--- config.mk ---
export PLATFORM = sky130hd
export DESIGN_NAME = ddr_init_seq
export DESIGN_NICKNAME = d
export VERILOG_FILES = /design/src/rtl/ddr_init_pkg.sv /design/src/rtl/init_wait_timer.sv /design/src/rtl/init_lock_timer.sv /design/src/rtl/init_mode_word.sv /design/src/rtl/ddr_init_seq.sv
export SDC_FILE = /design/constraint.sdc
export NUM_CORES = 1
export LEC_CHECK = 0
export ABC_AREA = 1
export CAP_MARGIN = 20
export CORE_UTILIZATION = 45
export CTS_CLUSTER_SIZE = 20
export DETAILED_ROUTE_END_ITERATION = 8
export PLACE_DENSITY = 0.74
export SLEW_MARGIN = 20
export SYNTH_ARGS = -nofsm -noshare
export SYNTH_HDL_FRONTEND = slang
export SYNTH_SLANG_ARGS = --single-unit
--- constraint.sdc ---
create_clock -name clk -period 6.1 [get_ports clk]
set_clock_uncertainty 0.2 [all_clocks]
set_input_delay 0.915 -clock clk [delete_from_list [all_inputs] [get_ports clk]]
set_output_delay 0.915 -clock clk [all_outputs]
set_load 0.005 [all_outputs]
--- src/rtl/ddr_init_pkg.sv ---
// Shared definitions for the DDR start-up sequencer: command codes,
// mode-word bit positions, step encoding and code sanitisers.
// Assumes command encoding {cs_n, ras_n, cas_n, we_n}.
package ddr_init_pkg;

    localparam logic [3:0] CMD_DESEL = 4'b1111;
    localparam logic [3:0] CMD_NOP   = 4'b0111;
    localparam logic [3:0] CMD_LMR   = 4'b0000;
    localparam logic [3:0] CMD_PRE   = 4'b0010;
    localparam logic [3:0] CMD_REF   = 4'b0001;

    localparam int MR_BL_LSB  = 0;
    localparam int MR_BT_BIT  = 3;
    localparam int MR_CL_LSB  = 4;
    localparam int MR_DLL_RST = 8;
    localparam int PRE_ALL    = 10;
    localparam int EMR_DLL_DIS = 0;
    localparam int EMR_DRV_RED = 1;

    localparam logic [1:0] BA_EXT  = 2'b01;
    localparam logic [1:0] BA_BASE = 2'b00;

    typedef enum logic [3:0] {
        ST_STAB, ST_CKE, ST_EMR, ST_W_EMR,
        ST_MR_RST, ST_W_MR, ST_PRE, ST_W_PRE,
        ST_REF1, ST_W_REF1, ST_REF2, ST_W_REF2,
        ST_MR_FIN, ST_W_FIN, ST_LOCK, ST_READY
    } step_e;

    // Replace a reserved CAS-latency code by 2.5
    function automatic logic [2:0] fix_cas(input logic [2:0] c);
        case (c)
            3'b010, 3'b011, 3'b110: return c;
            default:                return 3'b110;
        endcase
    endfunction

    // Replace a reserved burst-length code by length 4
    function automatic logic [2:0] fix_bl(input logic [2:0] b);
        case (b)
            3'b001, 3'b010, 3'b011: return b;
            default:                return 3'b010;
        endcase
    endfunction

endpackage

--- src/rtl/init_wait_timer.sv ---
// Step timer: counts cycles spent in the current step and flags when the
// requested length has been reached. A limit of zero counts as one.
// Assumes restart is pulsed on the last cycle of every step.
module init_wait_timer #(
    parameter int CNT_W = 16
) (
    input  logic             clk,
    input  logic             rst_n,
    input  logic             restart,
    input  logic [CNT_W-1:0] limit,
    output logic             done
);
    localparam logic [CNT_W-1:0] CNT_MAX = '1;

    logic [CNT_W-1:0] cnt;
    logic [CNT_W:0]   eff_limit;

    // Cycle counter inside one step, saturating
    always_ff @(posedge clk) begin
        if (!rst_n || restart) begin
            cnt <= '0;
        end else if (cnt != CNT_MAX) begin
            cnt <= cnt + 1'b1;
        end
    end

    // Minimum length one, compare elapsed cycles to the limit
    always_comb begin
        eff_limit = (limit == '0) ? (CNT_W+1)'(1) : {1'b0, limit};
        done      = ({1'b0, cnt} + (CNT_W+1)'(1)) >= eff_limit;
    end
endmodule

--- src/rtl/init_lock_timer.sv ---
// DLL lock timer: started by the DLL-reset step, it reports locked once
// the next cycle is at least LOCK_CYC cycles after that step.
// Assumes LOCK_CYC >= 2 and one start pulse per sequence.
module init_lock_timer #(
    parameter int LOCK_CYC = 200
) (
    input  logic clk,
    input  logic rst_n,
    input  logic start,
    output logic locked
);
    localparam int LK_W = $clog2(LOCK_CYC + 1);
    localparam logic [LK_W-1:0] LK_LAST = LK_W'(LOCK_CYC - 1);

    logic [LK_W-1:0] cnt;

    // Cycles elapsed since the DLL reset, held at the lock point
    always_ff @(posedge clk) begin
        if (!rst_n) begin
            cnt <= '0;
        end else if (start) begin
            cnt <= LK_W'(1);
        end else if (cnt != '0 && cnt < LK_LAST) begin
            cnt <= cnt + 1'b1;
        end
    end

    // Lock point reached
    always_comb locked = (cnt >= LK_LAST);
endmodule

--- src/rtl/init_mode_word.sv ---
// Mode-word builder: forms the extended word (DLL on, normal drive) and
// the two base words (DLL reset set / cleared) from sanitised settings.
// Assumes ADDR_W >= 11.
module init_mode_word
    import ddr_init_pkg::*;
#(
    parameter int ADDR_W = 13
) (
    input  logic [2:0]        bl_code,
    input  logic              burst_type,
    input  logic [2:0]        cl_code,
    output logic [ADDR_W-1:0] emr_word,
    output logic [ADDR_W-1:0] mr_rst_word,
    output logic [ADDR_W-1:0] mr_run_word
);
    logic [ADDR_W-1:0] base;

    // Operating fields shared by both base words
    always_comb begin
        base = '0;
        base[MR_BL_LSB +: 3] = fix_bl(bl_code);
        base[MR_BT_BIT]      = burst_type;
        base[MR_CL_LSB +: 3] = fix_cas(cl_code);
    end

    // Final words
    always_comb begin
        emr_word              = '0;
        emr_word[EMR_DLL_DIS] = 1'b0;
        emr_word[EMR_DRV_RED] = 1'b0;
        mr_rst_word             = base;
        mr_rst_word[MR_DLL_RST] = 1'b1;
        mr_run_word             = base;
        mr_run_word[MR_DLL_RST] = 1'b0;
    end
endmodule

--- src/rtl/ddr_init_seq.sv ---
// DDR start-up sequencer top: walks settle, clock-enable, extended mode,
// DLL-reset mode, precharge-all, two refreshes and an optional closing
// mode write, with NOP waits between, then raises ready once the DLL has
// had LOCK_CYC cycles. Outputs are registered (one cycle after the step).
// Assumes all setting inputs are stable from reset release until ready.
module ddr_init_seq
    import ddr_init_pkg::*;
#(
    parameter int ADDR_W   = 13,
    parameter int BA_W     = 2,
    parameter int STAB_W   = 16,
    parameter int WAIT_W   = 8,
    parameter int LOCK_CYC = 200
) (
    input  logic              clk,
    input  logic              rst_n,
    input  logic [STAB_W-1:0] stab_cycles,
    input  logic [WAIT_W-1:0] mrd_cycles,
    input  logic [WAIT_W-1:0] rp_cycles,
    input  logic [WAIT_W-1:0] rfc_cycles,
    input  logic [2:0]        bl_code,
    input  logic              burst_type,
    input  logic [2:0]        cl_code,
    input  logic              final_mr_en,
    output logic [3:0]        cmd,
    output logic [BA_W-1:0]   ba,
    output logic [ADDR_W-1:0] addr,
    output logic              cke,
    output logic              ready
);
    localparam int TMR_W = (STAB_W > WAIT_W) ? STAB_W : WAIT_W;

    step_e             state_q, state_d;
    logic              step_done, locked;
    logic [TMR_W-1:0]  step_limit;
    logic [ADDR_W-1:0] emr_word, mr_rst_word, mr_run_word;
    logic [3:0]        cmd_d;
    logic [BA_W-1:0]   ba_d;
    logic [ADDR_W-1:0] addr_d;
    logic              cke_d, ready_d;
    step_e             after_waits;

    // Length of the current wait step
    always_comb begin
        case (state_q)
            ST_STAB:                      step_limit = TMR_W'(stab_cycles);
            ST_W_EMR, ST_W_MR, ST_W_FIN:  step_limit = TMR_W'(mrd_cycles);
            ST_W_PRE:                     step_limit = TMR_W'(rp_cycles);
            ST_W_REF1, ST_W_REF2:         step_limit = TMR_W'(rfc_cycles);
            default:                      step_limit = '0;
        endcase
    end

    // Step that follows the last wait: ready if locked, else lock wait
    always_comb after_waits = locked ? ST_READY : ST_LOCK;

    // Step sequencing
    always_comb begin
        state_d = state_q;
        case (state_q)
            ST_STAB:   if (step_done) state_d = ST_CKE;
            ST_CKE:    state_d = ST_EMR;
            ST_EMR:    state_d = ST_W_EMR;
            ST_W_EMR:  if (step_done) state_d = ST_MR_RST;
            ST_MR_RST: state_d = ST_W_MR;
            ST_W_MR:   if (step_done) state_d = ST_PRE;
            ST_PRE:    state_d = ST_W_PRE;
            ST_W_PRE:  if (step_done) state_d = ST_REF1;
            ST_REF1:   state_d = ST_W_REF1;
            ST_W_REF1: if (step_done) state_d = ST_REF2;
            ST_REF2:   state_d = ST_W_REF2;
            ST_W_REF2: if (step_done) state_d = final_mr_en ? ST_MR_FIN : after_waits;
            ST_MR_FIN: state_d = ST_W_FIN;
            ST_W_FIN:  if (step_done) state_d = after_waits;
            ST_LOCK:   if (locked) state_d = ST_READY;
            default:   state_d = ST_READY;
        endcase
    end

    // Step register
    always_ff @(posedge clk) begin
        if (!rst_n) state_q <= ST_STAB;
        else        state_q <= state_d;
    end

    init_wait_timer #(.CNT_W(TMR_W)) u_wait (
        .clk     (clk),
        .rst_n   (rst_n),
        .restart (state_d != state_q),
        .limit   (step_limit),
        .done    (step_done)
    );

    init_lock_timer #(.LOCK_CYC(LOCK_CYC)) u_lock (
        .clk    (clk),
        .rst_n  (rst_n),
        .start  (state_q == ST_MR_RST),
        .locked (locked)
    );

    init_mode_word #(.ADDR_W(ADDR_W)) u_word (
        .bl_code     (bl_code),
        .burst_type  (burst_type),
        .cl_code     (cl_code),
        .emr_word    (emr_word),
        .mr_rst_word (mr_rst_word),
        .mr_run_word (mr_run_word)
    );

    // Bus value for the current step
    always_comb begin
        cmd_d   = CMD_NOP;
        ba_d    = '0;
        addr_d  = '0;
        cke_d   = 1'b1;
        ready_d = 1'b0;
        case (state_q)
            ST_STAB: begin
                cmd_d = CMD_DESEL;
                cke_d = 1'b0;
            end
            ST_EMR: begin
                cmd_d  = CMD_LMR;
                ba_d   = BA_W'(BA_EXT);
                addr_d = emr_word;
            end
            ST_MR_RST: begin
                cmd_d  = CMD_LMR;
                ba_d   = BA_W'(BA_BASE);
                addr_d = mr_rst_word;
            end
            ST_MR_FIN: begin
                cmd_d  = CMD_LMR;
                ba_d   = BA_W'(BA_BASE);
                addr_d = mr_run_word;
            end
            ST_PRE: begin
                cmd_d           = CMD_PRE;
                addr_d[PRE_ALL] = 1'b1;
            end
            ST_REF1, ST_REF2: cmd_d = CMD_REF;
            ST_READY:         ready_d = 1'b1;
            default:          cmd_d = CMD_NOP;
        endcase
    end

    // Registered bus outputs
    always_ff @(posedge clk) begin
        if (!rst_n) begin
            cmd   <= CMD_DESEL;
            ba    <= '0;
            addr  <= '0;
            cke   <= 1'b0;
            ready <= 1'b0;
        end else begin
            cmd   <= cmd_d;
            ba    <= ba_d;
            addr  <= addr_d;
            cke   <= cke_d;
            ready <= ready_d;
        end
    end
endmodule

==> flow_metrics.env, run 1 <==
export IMPL_status="finished clean"
export IMPL_ant_nets=0
export IMPL_post_cts_buffers=0
export IMPL_clk_insertion_delay_late_ns=0.29
export IMPL_cts_max_path_buffers=2
export IMPL_slowest_stage="a221oi_1"
export IMPL_synth_top_family_by_area="simple AND/OR/NAND/NOR gates"
export IMPL_num_antenna_cells=0
export IMPL_grt_max_degree=19
export IMPL_muxShareOfSynthArea=0.003597
export IMPL_io_pins=71
export IMPL_end_kind="flip-flop"
export IMPL_dieArea_um2=6502
export IMPL_drtIter0Drc=122
export IMPL_drive_above_1_share=0.08036
export IMPL_peakVddDrop_v=0.0001493
export IMPL_synth_fa_ha_area_frac=0.08543
export IMPL_synth_seq_cells=44
export IMPL_syn2layout_area_growth_pct=27.88
export IMPL_cts_buffers=5
export IMPL_postCtsResizedCells=0
export IMPL_synth_cell_types=41
export IMPL_vias=2558
export IMPL_gp_congestion=0.8478
export IMPL_crit_fanout=16
export IMPL_synth_xor_area_frac=0.04406
export IMPL_ctsHoldBuffers=0
export IMPL_cts_tree="yes"
export IMPL_worstMarginPinSlew_ns=0.5844
export IMPL_grt_pass1_wl_um=10550
export IMPL_fp_dieH_um=80.64
export IMPL_drtPass1Iterations=4
export IMPL_rsz0062_at_grt="no"
export IMPL_setup_tns_ns=0
export IMPL_power_total_uw=913.2
export IMPL_dp_hpwl_um=5041
export IMPL_start_util=0.4672
export IMPL_overflow=0
export IMPL_wl_per_cell_um=11.93
export IMPL_crit_type="reg -> reg"
export IMPL_path_cells="nand2_1, inv_1, nand2_1, clkinv_1, a221oi_1, nand3_1, o31ai_1, ha_1, nand2_1, o21ai_0, nand2_1, nand4_1, nand2_1, nand2_1, nand2_1, nand2_2, nor2_4, nand3_4, nor2_1"
export IMPL_wirelength_um=6238
export IMPL_required_ns=6.12
export IMPL_fillers=563
export IMPL_drc=0
export IMPL_synth_compound_area_frac=0.09218
export IMPL_grtUsageTotal=0.2064
export IMPL_htreeDepth=2
export IMPL_path_clk_slew_ns=0.08
export IMPL_antenna_found_initial=0
export IMPL_p_leak_nw=1.608
export IMPL_maxSlewHeadroom=0.6090
export IMPL_synth_top_area_cell="dfxtp_1"
export IMPL_hold_class="reg -> reg"
export IMPL_yosysWarnings=0
export IMPL_powerDensity_nw_per_um2=256.6
export IMPL_syn_area_um2=2783
export IMPL_nets=516
export IMPL_fmax_mhz=250.3
export IMPL_portBuffers=65
export IMPL_yosysSeqAreaShare=0.3165
export IMPL_fp_row_count=28
export IMPL_hold_viol_final=0
export IMPL_max_cap_viol_count=0
export IMPL_yosys_area_share_simple=0.3723
export IMPL_worstPathArrival_ns=4.02
export IMPL_cp_common_cell="nand2_1"
export IMPL_period_needed_ns=3.995
export IMPL_yosys_area_top_type_share=0.3165
export IMPL_cts_sinks=44
export IMPL_grt_pass1_vias=2507
export IMPL_via_per_inst=4.891
export IMPL_avgSynthCellArea_um2=7.304
export IMPL_crit_path_max_incr_delay_ns=0.53
export IMPL_slew_viol_final=0
export IMPL_post_route_period_util=0.6550
export IMPL_finalSetupViolations=0
export IMPL_startpoint_type="flip-flop"
export IMPL_syn_inst=381
export IMPL_coreArea_um2=5956
export IMPL_cts_root_buffer_cell="clkbuf_8"
export IMPL_yosys_top_cells_area="dfxtp_1 (32%), nand2_1 (12%), ha_1 (8.5%)"
export IMPL_die_x_um=80.64
## through the flow
stage,hold WS (ns),util,setup WS (ns),instances,cell area [um2]
after floorplan,0.2601,-,2.883,386,2801
after global placement,0.2799,0.5824,1.955,515,3468
after detailed placement,0.2913,0.5824,1.933,515,3468
after CTS,0.3115,0.5975,2.121,523,3558
after global routing,0.3300,0.5975,1.604,523,3558
final,0.3084,0.5975,2.105,523,3558
## flip-flops by register name, indices dropped and copies added, names as in the netlist
signal      cells
cke             1
ready           1
addr            9
u_wait.cnt     16
ba              1
state_q         4
cmd             4
u_lock.cnt      8
## worst max-delay path, delay by kind of cell, from the launching register on
kind	cells	cell delay, ns
simple gates	13	1.75
fa+ha+maj	1	0.27
flops	1	0.47
buf+inv	2	0.33
compound gates	3	0.91
## power by group
part           internal (mW)  leakage, nW  switching, mW  total, mW
clock                 0.0925       0.0455         0.0960      0.188
combinational          0.152         1.21          0.233      0.384
sequential             0.318        0.357         0.0228      0.341
## path summary, 6_finish.rpt
check / slack, ns / to / depth (start not counted) / startpoint
hold / removal: 0.31 / u_lock.cnt[7] / 2 / u_lock.cnt[7]
hold reg to reg: 0.31 / u_lock.cnt[7] / 2 / u_lock.cnt[7]
setup reg to reg: 2.10 / u_wait.cnt[1] / 19 / state_q[0]
setup / recovery: 2.10 / u_wait.cnt[1] / 19 / state_q[0]
## placed cells by master, fill, tap and decap left out, drive strengths merged, types with 2 or more instances in the layout
cell / netlist / final
and3: 2 / 2
nor2: 75 / 75
ha: 19 / 19
a21oi: 15 / 15
a221oi: 7 / 7
clkbuf: 4 / 8
conb: 1 / 6
nand4: 5 / 5
nor4: 3 / 3
a31oi: 3 / 3
xnor2: 5 / 5
nor3: 4 / 4
nand3: 23 / 23
nand2: 95 / 95
xor2: 9 / 9
clkdlybuf4s50: 0 / 65
inv: 41 / 41
o21ai: 6 / 6
dfxtp: 44 / 44
## metal layers
metal  wire length [um]  part of all wire  GRT usage
met5                  0                 0          0
met4                 29            0.0046    0.05536
met3                246             0.039    0.05568
met2               3125              0.50     0.3610
met1               2836              0.45     0.2457
## area by class of cell
class | instances | area (um2) | area share
clock buffers | 8 | 90.09 | 0.02532
flip-flops and latches | 44 | 880.8 | 0.2475
repair buffers | 65 | 650.6 | 0.1828
well taps | 75 | 93.84 | 0.02637
inverters | 42 | 157.7 | 0.04430
multi-input cells | 289 | 1685 | 0.4736
## synthesized netlist by cell type, drive strengths merged
library cell / instances
ha: 19
nand2: 95
a221oi: 7
inv: 41
mux2i: 1
a41o: 1
a211oi: 1
nor4: 3
o22ai: 1
xor2: 9
conb: 1
nor3: 4
a21oi: 15
clkinv: 1
nor2: 75
dfxtp: 44
o21a: 1
and3: 2
a21o: 1
nand3: 23
or2: 1
buf: 7
a32o: 1
o31ai: 1
nand4: 5
a31oi: 3
clkbuf: 4
xnor2: 5
o21ai: 6
o21bai: 1
a22oi: 1
nand3b: 1
## cell families after synthesis
kind of cell / Yosys count
xor gates and xnor gates: 14
DFF: 44
adders and majority gates: 19
muxes: 1
AOI/OAI and AO/OA: 40
other: 1
buffers and inverters: 53
and+or+nand+nor: 209
Note: power is estimated with default switching activity, not from simulation.
==> run 2: changes to the inputs <==
==> constraint.sdc (replaced) <==
create_clock -name clk -period 3.85 [get_ports clk]
set_clock_uncertainty 0.2 [all_clocks]
set_input_delay 0.5775 -clock clk [delete_from_list [all_inputs] [get_ports clk]]
set_output_delay 0.5775 -clock clk [all_outputs]
set_load 0.005 [all_outputs]
==> flow_metrics.env, run 2 (same netlist as run 1, synthesis figures left out) <==
export IMPL_status="finished clean"
export IMPL_antenna_found_initial=0
export IMPL_max_cap_viol_count=0
export IMPL_cts_tree="yes"
export IMPL_dp_hpwl_um=5179
export IMPL_hold_class="reg -> reg"
export IMPL_cp_top_family="simple AND/OR/NAND/NOR gates"
export IMPL_crit_buf_inv=2
export IMPL_cts_sinks=44
export IMPL_holdPathEnd="u_lock.cnt[3]"
export IMPL_postCtsResizedCells=0
export IMPL_crit_type="reg -> reg"
export IMPL_crit_fanout=17
export IMPL_end_kind="flip-flop"
export IMPL_ant_nets=0
export IMPL_post_cts_buffers=0
export IMPL_peakVddDrop_v=0.0002657
export IMPL_grtUsageTotal=0.2049
export IMPL_dieArea_um2=6502
export IMPL_combPwrFrac=0.445
export IMPL_setup_ws_ns=0.3171
export IMPL_cts_max_path_buffers=2
export IMPL_grt_max_degree=19
export IMPL_seq_power_share=0.356
export IMPL_htreeDepth=2
export IMPL_ctsHoldBuffers=0
export IMPL_clkPwrFrac=0.199
export IMPL_gp_congestion=0.8245
export IMPL_fillers=548
export IMPL_hold_depth=2
export IMPL_crit_cells=20
export IMPL_cp_common_cell="nand2_1"
export IMPL_path_clk_slew_ns=0.08
export IMPL_post_route_period_util=0.9176
export IMPL_hold_viol_final=0
export IMPL_path_cells="nor2_1, nand2_1, inv_2, a221oi_1, nand4_1, o31ai_1, ha_1, nand2_1, o21ai_0, nand2_1, nand3_4, nand2_1, nand2_1, nand2_1, nand2_1, nand2_1, nand2_1, nand3_4, buf_12, nor2_1"
export IMPL_period_needed_ns=3.533
export IMPL_top_regs="u_wait.cnt x16, addr x9, u_lock.cnt x8"
export IMPL_wl_per_cell_um=12.07
export IMPL_p_leak_nw=1.650
export IMPL_drtPass1Iterations=4
export IMPL_slew_viol_final=0
export IMPL_num_antenna_cells=0
export IMPL_final_cell_mix="nand2_1 (88), clkdlybuf4s50_1 (65), nor2_1 (57), dfxtp_1 (44), inv_1 (39)"
export IMPL_powerDensity_nw_per_um2=411.5
export IMPL_cts_root_buffer_cell="clkbuf_8"
export IMPL_fp_row_count=28
export IMPL_layout_commonest_cell="nand2_1"
export IMPL_io_pins=71
export IMPL_vias=2627
export IMPL_start_util=0.4672
export IMPL_coreArea_um2=5956
export IMPL_timing_rr_start="state_q[2]"
export IMPL_r2r_cells=20
export IMPL_wirelength_um=6384
export IMPL_drtIter0Drc=92
export IMPL_p_sw_frac=0.3811
export IMPL_drive_above_1_share=0.09912
export IMPL_setup_tns_ns=0
export IMPL_startpoint_type="flip-flop"
export IMPL_grt_pass1_wl_um=10350
export IMPL_fmax_mhz=283.1
export IMPL_finalSetupViolations=0
export IMPL_fp_dieH_um=80.64
export IMPL_worstReg2RegEnd="u_wait.cnt[1]"
export IMPL_grt_pass1_vias=2429
export IMPL_top_register="u_wait.cnt"
export IMPL_hp_start="u_lock.cnt[3]"
export IMPL_r2r_slack_ns=0.32
export IMPL_required_ns=3.84
export IMPL_largest_reg_flops=16
export IMPL_syn2layout_area_growth_pct=30.62
export IMPL_die_x_um=80.64
export IMPL_place_ws_ns=0.1364
export IMPL_drc=0
export IMPL_nets=522
export IMPL_switchingPower_uw=570.1
export IMPL_overflow=0
export IMPL_slowest_stage="a221oi_1"
export IMPL_crit_path_max_incr_delay_ns=0.51
export IMPL_cts_buffers=5
export IMPL_via_per_inst=4.966
export IMPL_clk_insertion_delay_late_ns=0.29
export IMPL_worstPathArrival_ns=3.53
export IMPL_internal_power_uw=925.7
export IMPL_portBuffers=65
run 2: changes by cell type in the layout (fill, tap and decap cells not counted), sizes merged:
| cell | before | now |
|---|---|---|
| buf | 0 | 6 |
run 2: worst max-delay path by stage:
stage | end | slack, ns | startpoint
after floorplan | u_wait.cnt[10] | 0.69 | state_q[2]
final | u_wait.cnt[1] | 0.32 | state_q[2]
after global routing | u_wait.cnt[5] | -0.07 | state_q[0]
after global placement | u_wait.cnt[5] | 0.17 | rfc_cycles[7]
after CTS | u_wait.cnt[1] | 0.22 | state_q[2]
after detailed placement | u_wait.cnt[1] | 0.14 | rfc_cycles[7]
run 2: metrics by stage:
stage / area (um2) / std cells / utilization / hold WS, ns / power [mW]
floorplan: 2801 / 386 / - / 0.2601 / 0.9903
global placement: 3526 / 521 / 0.5920 / 0.2800 / 1.185
detailed placement: 3526 / 521 / 0.5920 / 0.2904 / 1.200
CTS: 3616 / 529 / 0.6071 / 0.3019 / 1.500
global route: 3635 / 529 / 0.6103 / 0.3451 / 1.605
finish: 3635 / 529 / 0.6103 / 0.2938 / 1.496
run 2: power by group through the flow:
stage | clock network [mW] | logic (mW) | registers [mW]
2_1_floorplan | 0 | 0.449 | 0.541
3_3_place_gp | 0 | 0.642 | 0.543
3_5_place_dp | 0 | 0.657 | 0.543
4_1_cts | 0.306 | 0.661 | 0.533
5_1_grt | 0.324 | 0.740 | 0.541
6_report | 0.298 | 0.665 | 0.532
run 2: worst register-to-register path, stage by stage (launching register included):
cell	delay, ns
dfxtp_1	0.47
nor2_1	0.14
nand2_1	0.14
inv_2	0.17
a221oi_1	0.51
nand4_1	0.17
o31ai_1	0.23
ha_1	0.27
nand2_1	0.06
o21ai_0	0.08
nand2_1	0.15
nand3_4	0.10
nand2_1	0.07
nand2_1	0.04
nand2_1	0.06
nand2_1	0.08
nand2_1	0.06
nand2_1	0.07
nand3_4	0.09
buf_12	0.19
nor2_1	0.06
run 2: metal layers:
| metal | up-vias | GRT usage | share of wire | wire length (um) |
|---|---|---|---|---|
| met1 | 1203 | 0.2354 | 0.43 | 2765 |
| met3 | 9 | 0.05455 | 0.045 | 289 |
| li1 | 1368 | - | - | - |
| met5 | - | 0 | 0 | 0 |
| met4 | 0 | 0.06071 | 0.016 | 100 |
| met2 | 47 | 0.3669 | 0.51 | 3228 |
run 2: layout make-up:
cell class	count	area (um2)	area share
inverters	42	157.7	0.04337
flip-flops and latches	44	880.8	0.2423
multi-input cells	289	1704	0.4688
clock buffers	8	90.09	0.02478
well taps	75	93.84	0.02582
repair buffers	71	708.2	0.1948
==> run 3: changes to the inputs <==
--- a/config.mk
+++ b/config.mk
@@ -10,6 +10,7 @@
 export CORE_UTILIZATION = 45
 export CTS_CLUSTER_SIZE = 20
 export DETAILED_ROUTE_END_ITERATION = 8
+export GPL_ROUTABILITY_DRIVEN = 0
 export PLACE_DENSITY = 0.74
 export SLEW_MARGIN = 20
 export SYNTH_ARGS = -nofsm -noshare
==> results of run 3 <==
No change in the layout: final DEF, timing and power equal those of run 2.
